**src/rtl/fe_pkg.sv**
```systemverilog
// Shared widths, opcode values and the branch feedback bus type for the
// fetch/decode front end. Assumes a fixed 32-bit instruction word.
package fe_pkg;
    localparam int XLEN      = 32;
    localparam int REG_IDX_W = 5;
    localparam int OP_W      = 6;
    localparam int IMM_W     = 16;
    localparam int BR_SHIFT  = 2;

    localparam logic [OP_W-1:0] OPC_ADDIU = 6'b001001;
    localparam logic [OP_W-1:0] OPC_LUI   = 6'b001111;
    localparam logic [OP_W-1:0] OPC_BEQ   = 6'b000100;
    localparam logic [OP_W-1:0] OPC_BNE   = 6'b000101;

    // Redirect bus from decode to fetch: taken flag on top, target below.
    typedef struct packed {
        logic            taken;
        logic [XLEN-1:0] target;
    } br_bus_t;

    localparam int BR_BUS_W = $bits(br_bus_t);
endpackage

```
**src/rtl/fe_fetch.sv**
```systemverilog
// Fetch stage. Holds the PC of the instruction whose memory read is in
// flight or held, and chooses the next address from the decode redirect bus.
// Assumes the memory keeps its output while imem_en is low.
module fe_fetch
    import fe_pkg::*;
#(
    parameter logic [XLEN-1:0] RESET_VEC = 32'hBFC0_0000
) (
    input  logic            clk,
    input  logic            rst_n,
    input  br_bus_t         br_bus,
    input  logic            ds_allowin,
    output logic            imem_en,
    output logic [XLEN-1:0] imem_addr,
    output logic            fs_valid,
    output logic [XLEN-1:0] fs_pc
);
    localparam logic [XLEN-1:0] STEP = XLEN'(XLEN / 8);

    logic            fs_allowin;
    logic [XLEN-1:0] next_pc;

    // Next address: redirect target when taken, else the sequential word.
    always_comb begin
        fs_allowin = !fs_valid || ds_allowin;
        next_pc    = br_bus.taken ? br_bus.target : fs_pc + STEP;
        imem_en    = rst_n && fs_allowin;
        imem_addr  = next_pc;
    end

    // PC and valid register; seeded one word before the reset vector.
    always_ff @(posedge clk) begin
        if (!rst_n) begin
            fs_pc    <= RESET_VEC - STEP;
            fs_valid <= 1'b0;
        end else if (fs_allowin) begin
            fs_pc    <= next_pc;
            fs_valid <= 1'b1;
        end
    end
endmodule

```
**src/rtl/fe_branch.sv**
```systemverilog
// Branch resolution. Pure combinational logic: compares the operands for the
// two conditional branch opcodes and forms the target relative to the delay
// slot address. Taken only when the decode slot holds a valid instruction.
module fe_branch
    import fe_pkg::*;
(
    input  logic             valid,
    input  logic [XLEN-1:0]  pc,
    input  logic [OP_W-1:0]  opcode,
    input  logic [IMM_W-1:0] offset,
    input  logic [XLEN-1:0]  rs_val,
    input  logic [XLEN-1:0]  rt_val,
    output br_bus_t          br_bus
);
    localparam logic [XLEN-1:0] STEP = XLEN'(XLEN / 8);

    logic            same;
    logic [XLEN-1:0] off_ext;

    // Condition and target computation.
    always_comb begin
        same          = (rs_val == rt_val);
        off_ext       = {{(XLEN-IMM_W){offset[IMM_W-1]}}, offset};
        br_bus.target = pc + STEP + (off_ext << BR_SHIFT);
        br_bus.taken  = valid && (((opcode == OPC_BEQ) && same) ||
                                  ((opcode == OPC_BNE) && !same));
    end
endmodule

```
**src/rtl/fe_decode.sv**
```systemverilog
// Decode stage. Captures PC and instruction from fetch under the valid /
// allow-in handshake, drives register read indices, expands immediates and
// resolves branches through fe_branch. Always ready to pass on.
module fe_decode
    import fe_pkg::*;
(
    input  logic                 clk,
    input  logic                 rst_n,
    input  logic                 fs_valid,
    input  logic [XLEN-1:0]      fs_pc,
    input  logic [XLEN-1:0]      fs_inst,
    input  logic [XLEN-1:0]      rs_val,
    input  logic [XLEN-1:0]      rt_val,
    input  logic                 es_allowin,
    output logic                 ds_allowin,
    output logic                 ds_valid,
    output logic [XLEN-1:0]      ds_pc,
    output logic [XLEN-1:0]      ds_inst,
    output logic [REG_IDX_W-1:0] rs_idx,
    output logic [REG_IDX_W-1:0] rt_idx,
    output logic [XLEN-1:0]      imm,
    output logic [REG_IDX_W-1:0] dst,
    output logic                 we,
    output br_bus_t              br_bus
);
    logic [OP_W-1:0]  opcode;
    logic [IMM_W-1:0] imm16;

    // Allow-in: empty, or the downstream stage takes the current entry.
    always_comb ds_allowin = !ds_valid || es_allowin;

    // Valid flag: reloads from fetch whenever decode allows input.
    always_ff @(posedge clk) begin
        if (!rst_n)          ds_valid <= 1'b0;
        else if (ds_allowin) ds_valid <= fs_valid;
    end

    // Payload: captured only on an actual transfer from fetch.
    always_ff @(posedge clk) begin
        if (!rst_n) begin
            ds_pc   <= '0;
            ds_inst <= '0;
        end else if (fs_valid && ds_allowin) begin
            ds_pc   <= fs_pc;
            ds_inst <= fs_inst;
        end
    end

    // Field extraction, immediate expansion and write-back control.
    always_comb begin
        opcode = ds_inst[XLEN-1 -: OP_W];
        rs_idx = ds_inst[25:21];
        rt_idx = ds_inst[20:16];
        imm16  = ds_inst[IMM_W-1:0];
        imm    = {{(XLEN-IMM_W){imm16[IMM_W-1]}}, imm16};
        we     = 1'b0;
        dst    = '0;
        case (opcode)
            OPC_ADDIU: begin
                we  = 1'b1;
                dst = rt_idx;
            end
            OPC_LUI: begin
                we  = 1'b1;
                dst = rt_idx;
                imm = {imm16, {(XLEN-IMM_W){1'b0}}};
            end
            default: ;
        endcase
    end

    fe_branch u_branch (
        .valid  (ds_valid),
        .pc     (ds_pc),
        .opcode (opcode),
        .offset (imm16),
        .rs_val (rs_val),
        .rt_val (rt_val),
        .br_bus (br_bus)
    );
endmodule

```
**src/rtl/fe_front.sv**
```systemverilog
// Front end top: fetch, fetch-to-decode handshake and decode, with the
// 33-bit branch redirect bus closing the loop combinationally.
// Assumes a synchronous-read instruction memory and an external register file.
module fe_front
    import fe_pkg::*;
#(
    parameter logic [XLEN-1:0] RESET_VEC = 32'hBFC0_0000
) (
    input  logic                 clk,
    input  logic                 rst_n,
    output logic                 imem_en,
    output logic [XLEN-1:0]      imem_addr,
    input  logic [XLEN-1:0]      imem_rdata,
    output logic [REG_IDX_W-1:0] rf_rs_idx,
    output logic [REG_IDX_W-1:0] rf_rt_idx,
    input  logic [XLEN-1:0]      rf_rs_val,
    input  logic [XLEN-1:0]      rf_rt_val,
    input  logic                 ex_allowin,
    output logic                 dec_valid,
    output logic [XLEN-1:0]      dec_pc,
    output logic [XLEN-1:0]      dec_inst,
    output logic [XLEN-1:0]      dec_imm,
    output logic [REG_IDX_W-1:0] dec_dst,
    output logic                 dec_we
);
    br_bus_t         br_bus;
    logic            ds_allowin;
    logic            fs_valid;
    logic [XLEN-1:0] fs_pc;
    logic            br_taken;
    logic [XLEN-1:0] br_target;

    // Flattened view of the redirect bus for the bound checker.
    always_comb begin
        br_taken  = br_bus.taken;
        br_target = br_bus.target;
    end

    fe_fetch #(.RESET_VEC(RESET_VEC)) u_fetch (
        .clk        (clk),
        .rst_n      (rst_n),
        .br_bus     (br_bus),
        .ds_allowin (ds_allowin),
        .imem_en    (imem_en),
        .imem_addr  (imem_addr),
        .fs_valid   (fs_valid),
        .fs_pc      (fs_pc)
    );

    fe_decode u_decode (
        .clk        (clk),
        .rst_n      (rst_n),
        .fs_valid   (fs_valid),
        .fs_pc      (fs_pc),
        .fs_inst    (imem_rdata),
        .rs_val     (rf_rs_val),
        .rt_val     (rf_rt_val),
        .es_allowin (ex_allowin),
        .ds_allowin (ds_allowin),
        .ds_valid   (dec_valid),
        .ds_pc      (dec_pc),
        .ds_inst    (dec_inst),
        .rs_idx     (rf_rs_idx),
        .rt_idx     (rf_rt_idx),
        .imm        (dec_imm),
        .dst        (dec_dst),
        .we         (dec_we),
        .br_bus     (br_bus)
    );
endmodule

```
**config.mk**
```make
export PLATFORM = sky130hd
export DESIGN_NAME = fe_front
export DESIGN_NICKNAME = d
export VERILOG_FILES = /design/src/rtl/fe_pkg.sv /design/src/rtl/fe_fetch.sv /design/src/rtl/fe_branch.sv /design/src/rtl/fe_decode.sv /design/src/rtl/fe_front.sv
export SDC_FILE = /design/constraint.sdc
export NUM_CORES = 1
export LEC_CHECK = 0
export BUFFER_PORTS_ARGS = -buffer_cell sky130_fd_sc_hd__buf_2
export CORE_ASPECT_RATIO = 1.5
export CORE_UTILIZATION = 56
export DETAILED_ROUTE_END_ITERATION = 6
export PLACE_DENSITY_LB_ADDON = 0.15
export SETUP_SLACK_MARGIN = 0.1
export SYNTH_ARGS = -nofsm -noshare
export SYNTH_HDL_FRONTEND = slang
export SYNTH_SLANG_ARGS = --single-unit
```
**constraint.sdc**
```tcl
create_clock -name clk -period 7.8 [get_ports clk]
set_input_delay 2.34 -clock clk [delete_from_list [all_inputs] [get_ports clk]]
set_output_delay 2.34 -clock clk [all_outputs]
set_load 0.03 [all_outputs]
```
==> results_dict.tcl, run 1 <==
set metrics [dict create \
    critical-path-max-stage-delay_ps 620 \
    dr_total_vias 7825 \
    drv_cap 0 \
    crit_chain "buf_2 -> xor2_1 -> nor4_1 -> nand4_1 -> o31ai_1 -> a21o_2 -> buf_12 -> mux2_2 -> buf_2" \
    crit_slowest_cell "a21o_2" \
    chipHeight_um 142 \
    clkTransAtPathRegs_ps 60 \
    ys.flop_type "dfxtp_1" \
    max-slew-margin-rel_pct 21.7 \
    fmax_mhz 136 \
    coreArea_um2 12600 \
    synth.net_count 1156 \
    grt_overflow 0 \
    cp-startpoint "rf_rt_val[4]" \
    final.setup_skew_ps 9.80 \
    tns_ps 0 \
    top_layer_used "met4" \
    critPathMaxFanout 45 \
    r2r-end "u_fetch.fs_pc[31]" \
    wl_per_cell_um 16.5 \
    numCtsBuffers 9 \
    rsz0062_at_grt "no" \
    setup_viol 0 \
    synth_edf_count 0 \
    port_buffers 244 \
    ys_seq_area_share_pct 26.7 \
    htreeDepth 3 \
    numClockSinks 98 \
    grt_pass1_wl_mm 34.9 \
    required_ps 5460 \
    via_per_inst 5.79 \
    met2RoutedLength_mm 11.0 \
    hold_viol_final 0 \
    worst_slack_ps 446 \
    rows 50 \
    rrSetupSlack_ps 4130 \
    grt_pass1_vias 7182 \
    first_pass_iters 5 \
    grt_max_degree 55 \
    antenna_left 0 \
    post-place-ws_ps 481 \
    io_pins 245 \
    hold_depth 2 \
    globalRouteTotalUtil_pct 32.6 \
    vdd_drop_max_v 0.000125 \
    yosysWarnings 0 \
    fp.dieW_um 95.5 \
    cts_buffer_depth 2 \
    drive_gt1_share_pct 23.5 \
    die_area_um2 13600 \
    cts_setup_buffers 0 \
    drv_slew 0 \
    nets 1349 \
    power_leakage_nw 4.57 \
    start_util_pct 58.0 \
    min_period_ps 7350 \
    hp-class "register to register" \
    finalCritPeriodShare_pct 94.3 \
    cts_hold_buf 0 \
    worst-setup-path-type "input port to primary output" \
    min_to "u_decode.ds_pc[21]" \
    cts_resized 0 \
    synth_cell_types 59 \
    wl_met1_mm 9.39 \
    path_common_cell "buf_2" \
    clock_latency_ps 350 \
    ys_ff_latch 98 \
    p_per_area_nw_per_um2 215 \
    antenna_found_initial 1 \
    cp.arrival_ps 5010 \
    end_kind "primary output" \
    drc 0 \
    async_flop_share_pct 0 \
    reg2regPathDepth 11 \
    worstMarginPinSlew_ps 1170 \
    status "complete, no violations" \
    netlist_area_um2 7340 \
    reg2reg_from "u_decode.ds_inst[1]" \
    gp_congestion 1.01 \
    root_buffer "clkbuf_16" \
    drt_iter0_drc 463 \
    min-delay-start "u_decode.ds_pc[21]" \
    place_hpwl_mm 16.6 \
    startpoint_type "input port" \
    cts_tree "yes" \
    wirelength_mm 22.3 \
    syn_inst 998 \
    post_synth.cell_area_avg_um2 7.35 \
    wl_met3_mm 1.29 \
    area_growth_pct 20.8 \
]
Yosys cell counts, drive strengths merged, types with 13 or more instances:
library cell,n,share of area [%]
xor2,52,6.2
o21ai,46,3.1
nor2b,19,1.6
nor3,14,0.96
ha,58,9.9
inv,14,0.72
buf,27,2.2
nand3,26,1.8
nor2,52,2.7
a21o,34,3.5
o21a,15,1.5
a21oi,134,9.2
xnor2,24,2.9
nand2,203,10
dfxtp,98,27
and3,13,1.1
clkbuf,43,2.2
routing by layer:
metal  track usage (%)  up-vias
met5                 0        -
met4              12.3        0
met3              4.81       43
met2              56.1      288
met1              40.4     3626
li1                  -     3868
sequential cells by signal (all words and copies together) (netlist names):
register and cells:
u_decode.ds_valid 1, u_decode.ds_pc 32, u_decode.ds_inst 32, u_fetch.fs_valid 1, u_fetch.fs_pc 32
layout make-up:
| class | instances | area (µm²) |
|---|---|---|
| diodes | 1 | 2.50 |
| multi-input cells | 816 | 5010 |
| clock inverters | 4 | 75.1 |
| fillers | 1172 | 3780 |
| clock buffers | 11 | 253 |
| inverters | 14 | 52.6 |
| flip-flops and latches | 98 | 1960 |
| repair buffers | 252 | 1310 |
| well taps | 156 | 195 |
kinds of logic (layout without fill, tap and decap cells):
kind of cell / count (synthesis) / in the layout / synth area share, %
xor gates and xnor gates: 76 / 76 / 9.07
DFF: 98 / 98 / 26.7
AOI/OAI and AO/OA: 281 / 281 / 23.0
adders and majority gates: 59 / 59 / 10.2
other: 0 / 1 / 0
muxes: 13 / 13 / 1.83
and+or+nand+nor: 387 / 387 / 24.1
buffers and inverters: 84 / 281 / 5.12
critical path: cells and delay by family:
kind	cells	cell delay (ps)
and+or+nand+nor	2	550
xor gates and xnor gates	1	150
buffers and inverters	3	590
muxes	1	380
AOI/OAI and AO/OA	2	970
placed cells by master (no fill, tap or decap), drive strengths merged, types with 5 or more instances in the layout:
cell    instances
a21boi          5
a21o           34
a21oi         134
a31oi           8
and2           12
and3           13
buf           252
clkbuf         11
dfxtp          98
ha             58
inv            14
mux2i          10
nand2         203
nand3          26
nand4          10
nor2           52
nor2b          19
nor3           14
nor4           10
o21a           15
o21ai          46
o31ai           6
or3             8
xnor2          24
xor2           52
metrics by stage:
stage                     hold slack [ps]  cell area (µm²)  power (mW)  util (%)  cells
after floorplan                       442             7340        1.20         -    998
after global placement                452             8530        1.40      67.5   1336
after detailed placement              463             8530        1.41      67.5   1336
after CTS                             474             8860        1.91      70.1   1351
after global routing                  494             8860        2.01      70.1   1352
final                                 470             8860        1.90      70.1   1352
worst max-delay path by stage:
stage | to | cells past startpoint
floorplan | imem_addr[22] | 8
global placement | imem_addr[3] | 9
detailed placement | imem_addr[3] | 9
CTS | imem_addr[3] | 9
global route | imem_addr[6] | 10
finish | imem_addr[3] | 9
power by group:
part	switching [mW]	total (mW)	internal [mW]
logic	0.506	0.784	0.279
clock network	0.197	0.495	0.297
registers	0.0701	0.624	0.554
(Power assumes the default switching activity.)
==> inputs of run 2 (changes only) <==
- REMOVE_ABC_BUFFERS: unset -> 1
==> run 2 against run 1 <==
Net effect: count of clock-buffer cells in the layout is 1 lower; sequential share of layout area hardly changed; maximum frequency is 1.6% higher; routed wire length is 1.4% lower; die area stayed put; via count is 0.23% higher; largest power group unchanged; critical path depth stayed put; highest routed layer unchanged.
==> results_dict.tcl, run 2 (synthesized netlist as in run 1, its figures left out) <==
set metrics [dict create \
    wl_per_cell_um 16.2 \
    min_to "u_decode.ds_inst[22]" \
    finalCritPeriodShare_pct 92.8 \
    port_buffers 244 \
    grt_max_degree 54 \
    die_area_um2 13600 \
    p_seq_share_pct 33.7 \
    clkPwrFrac_pct 23.8 \
    dr_total_vias 7843 \
    rrSetupSlack_ps 4340 \
    gp_congestion 0.985 \
    htreeDepth 3 \
    wirelength_mm 21.9 \
    area_growth_pct 20.5 \
    required_ps 5460 \
    p_switching_mw 0.798 \
    rows 50 \
    drv_slew 0 \
    layout_common_cells "buf_2 (244), nand2_1 (203), a21oi_1 (132), dfxtp_1 (98), ha_1 (58)" \
    drt_iter0_drc 340 \
    cts_setup_buffers 0 \
    min_period_ps 7240 \
    place_hpwl_mm 16.4 \
    fmax_mhz 138 \
    grt_overflow 0 \
    clkTransAtPathRegs_ps 80 \
    r2r-end "u_fetch.fs_pc[31]" \
    root_buffer "clkbuf_16" \
    antenna_found_initial 0 \
    power_leakage_nw 4.58 \
    cp.arrival_ps 4900 \
    vdd_drop_max_v 0.000125 \
    hold_depth 2 \
    finalPower_mw 1.86 \
    max-slew-margin-rel_pct 51.6 \
    worst-setup-path-type "input port to primary output" \
    startpoint_type "input port" \
    via_per_inst 5.78 \
    crit_chain "buf_2 -> xor2_1 -> nor4_1 -> nand4_1 -> o31ai_1 -> a21o_2 -> buf_12 -> mux2_2 -> buf_2" \
    numClockSinks 98 \
    min-delay-start "u_decode.ds_inst[22]" \
    first_pass_iters 4 \
    cts_tree "yes" \
    grt_pass1_wl_mm 34.7 \
    fill_cells 1127 \
    internal_power_mw 1.06 \
    io_pins 245 \
    cts_hold_buf 0 \
    layout_commonest_cell "buf_2" \
    chipHeight_um 142 \
    drc 0 \
    final.setup_skew_ps 8.28 \
    coreArea_um2 12600 \
    p_per_area_nw_per_um2 210 \
    cts_buffer_depth 2 \
    setup_viol 0 \
    cts_resized 0 \
    reg2reg_from "u_decode.ds_inst[1]" \
    rsz0062_at_grt "no" \
    crit_slowest_cell "a21o_2" \
    drive_gt1_share_pct 23.8 \
    fp.dieW_um 95.5 \
    worstMarginPinSlew_ps 726 \
    critical-path-max-stage-delay_ps 600 \
    globalRouteTotalUtil_pct 32.4 \
    start_util_pct 58.0 \
    status "complete, no violations" \
    drv_cap 0 \
    reg.largest.list "u_decode.ds_inst: 32 flops, u_decode.ds_pc: 32 flops, u_fetch.fs_pc: 32 flops" \
    switching_share_pct 43.0 \
    end_kind "primary output" \
    clock_latency_ps 350 \
    tns_ps 0 \
    hp-class "register to register" \
    reg2regPathDepth 11 \
    pwr-share-comb_pct 42.5 \
    path_common_cell "buf_2" \
    hold_viol_final 0 \
    critPathMaxFanout 36 \
    antenna_left 0 \
    grt_pass1_vias 7379 \
    nets 1354 \
    numCtsBuffers 9 \
]
-- run 2: cell types whose count changed in the layout (fill, tap and decap cells not counted), sizes merged --
cell      previous run  this run
clkinvlp             2         0
buf                252       257
clkbuf              11        10
bufinv               2         0
inv                 14        18
clkinv               0         2
-- run 2: cell type report --
type | instances | area [µm²] | share of cell area [%]
repair buffers | 257 | 1330 | 15.1
well taps | 156 | 195 | 2.21
inverters | 14 | 52.6 | 0.594
diodes | 1 | 2.50 | 0.0283
flip-flops and latches | 98 | 1960 | 22.2
clock buffers | 10 | 229 | 2.59
clock inverters | 6 | 55.1 | 0.623
multi-input cells | 816 | 5010 | 56.7
-- run 2: worst max-delay path by stage --
stage | startpoint | endpoint | slack [ps] | cells after the start
after CTS | rf_rt_val[4] | imem_addr[3] | 560 | 9
after global placement | rf_rt_val[8] | imem_addr[3] | 620 | 9
after global routing | rf_rt_val[4] | imem_addr[3] | 320 | 9
final | rf_rt_val[4] | imem_addr[3] | 560 | 9
after detailed placement | rf_rt_val[4] | imem_addr[3] | 570 | 9
after floorplan | rf_rt_val[13] | imem_addr[31] | 200 | 7
-- run 2: critical path, delay by kind of cell --
| kind | cells | cell delay, ps |
|---|---|---|
| buf+inv | 3 | 560 |
| simple gates | 2 | 500 |
| xor+xnor | 1 | 150 |
| compound gates | 2 | 950 |
| mux | 1 | 360 |
-- run 2: metal layers --
| metal | GRT usage, % | vias up | share of wire [%] |
|---|---|---|---|
| met4 | 14.6 | 0 | 3.3 |
| met5 | 0 | - | 0 |
| li1 | - | 3878 | - |
| met3 | 5.34 | 51 | 4.8 |
| met1 | 37.7 | 3653 | 40 |
| met2 | 56.9 | 261 | 52 |
-- run 2: power by group through the flow --
stage               registers, mW  clock network (mW)  logic, mW
CTS                         0.624               0.450      0.786
floorplan                   0.675                   0      0.509
detailed placement          0.635                   0      0.781
global route                0.634               0.464      0.860
global placement            0.634                   0      0.773
finish                      0.626               0.442      0.788
-- run 2: through the flow --
step	util [%]	std cells	instance area, µm²	hold WS (ps)	worst slack (ps)
after floorplan	-	928	7010	442	201
after global placement	67.7	1341	8550	454	620
after detailed placement	67.7	1341	8550	459	570
after CTS	69.9	1357	8840	471	557
after global routing	69.9	1357	8840	504	324
final	70.0	1358	8840	469	565
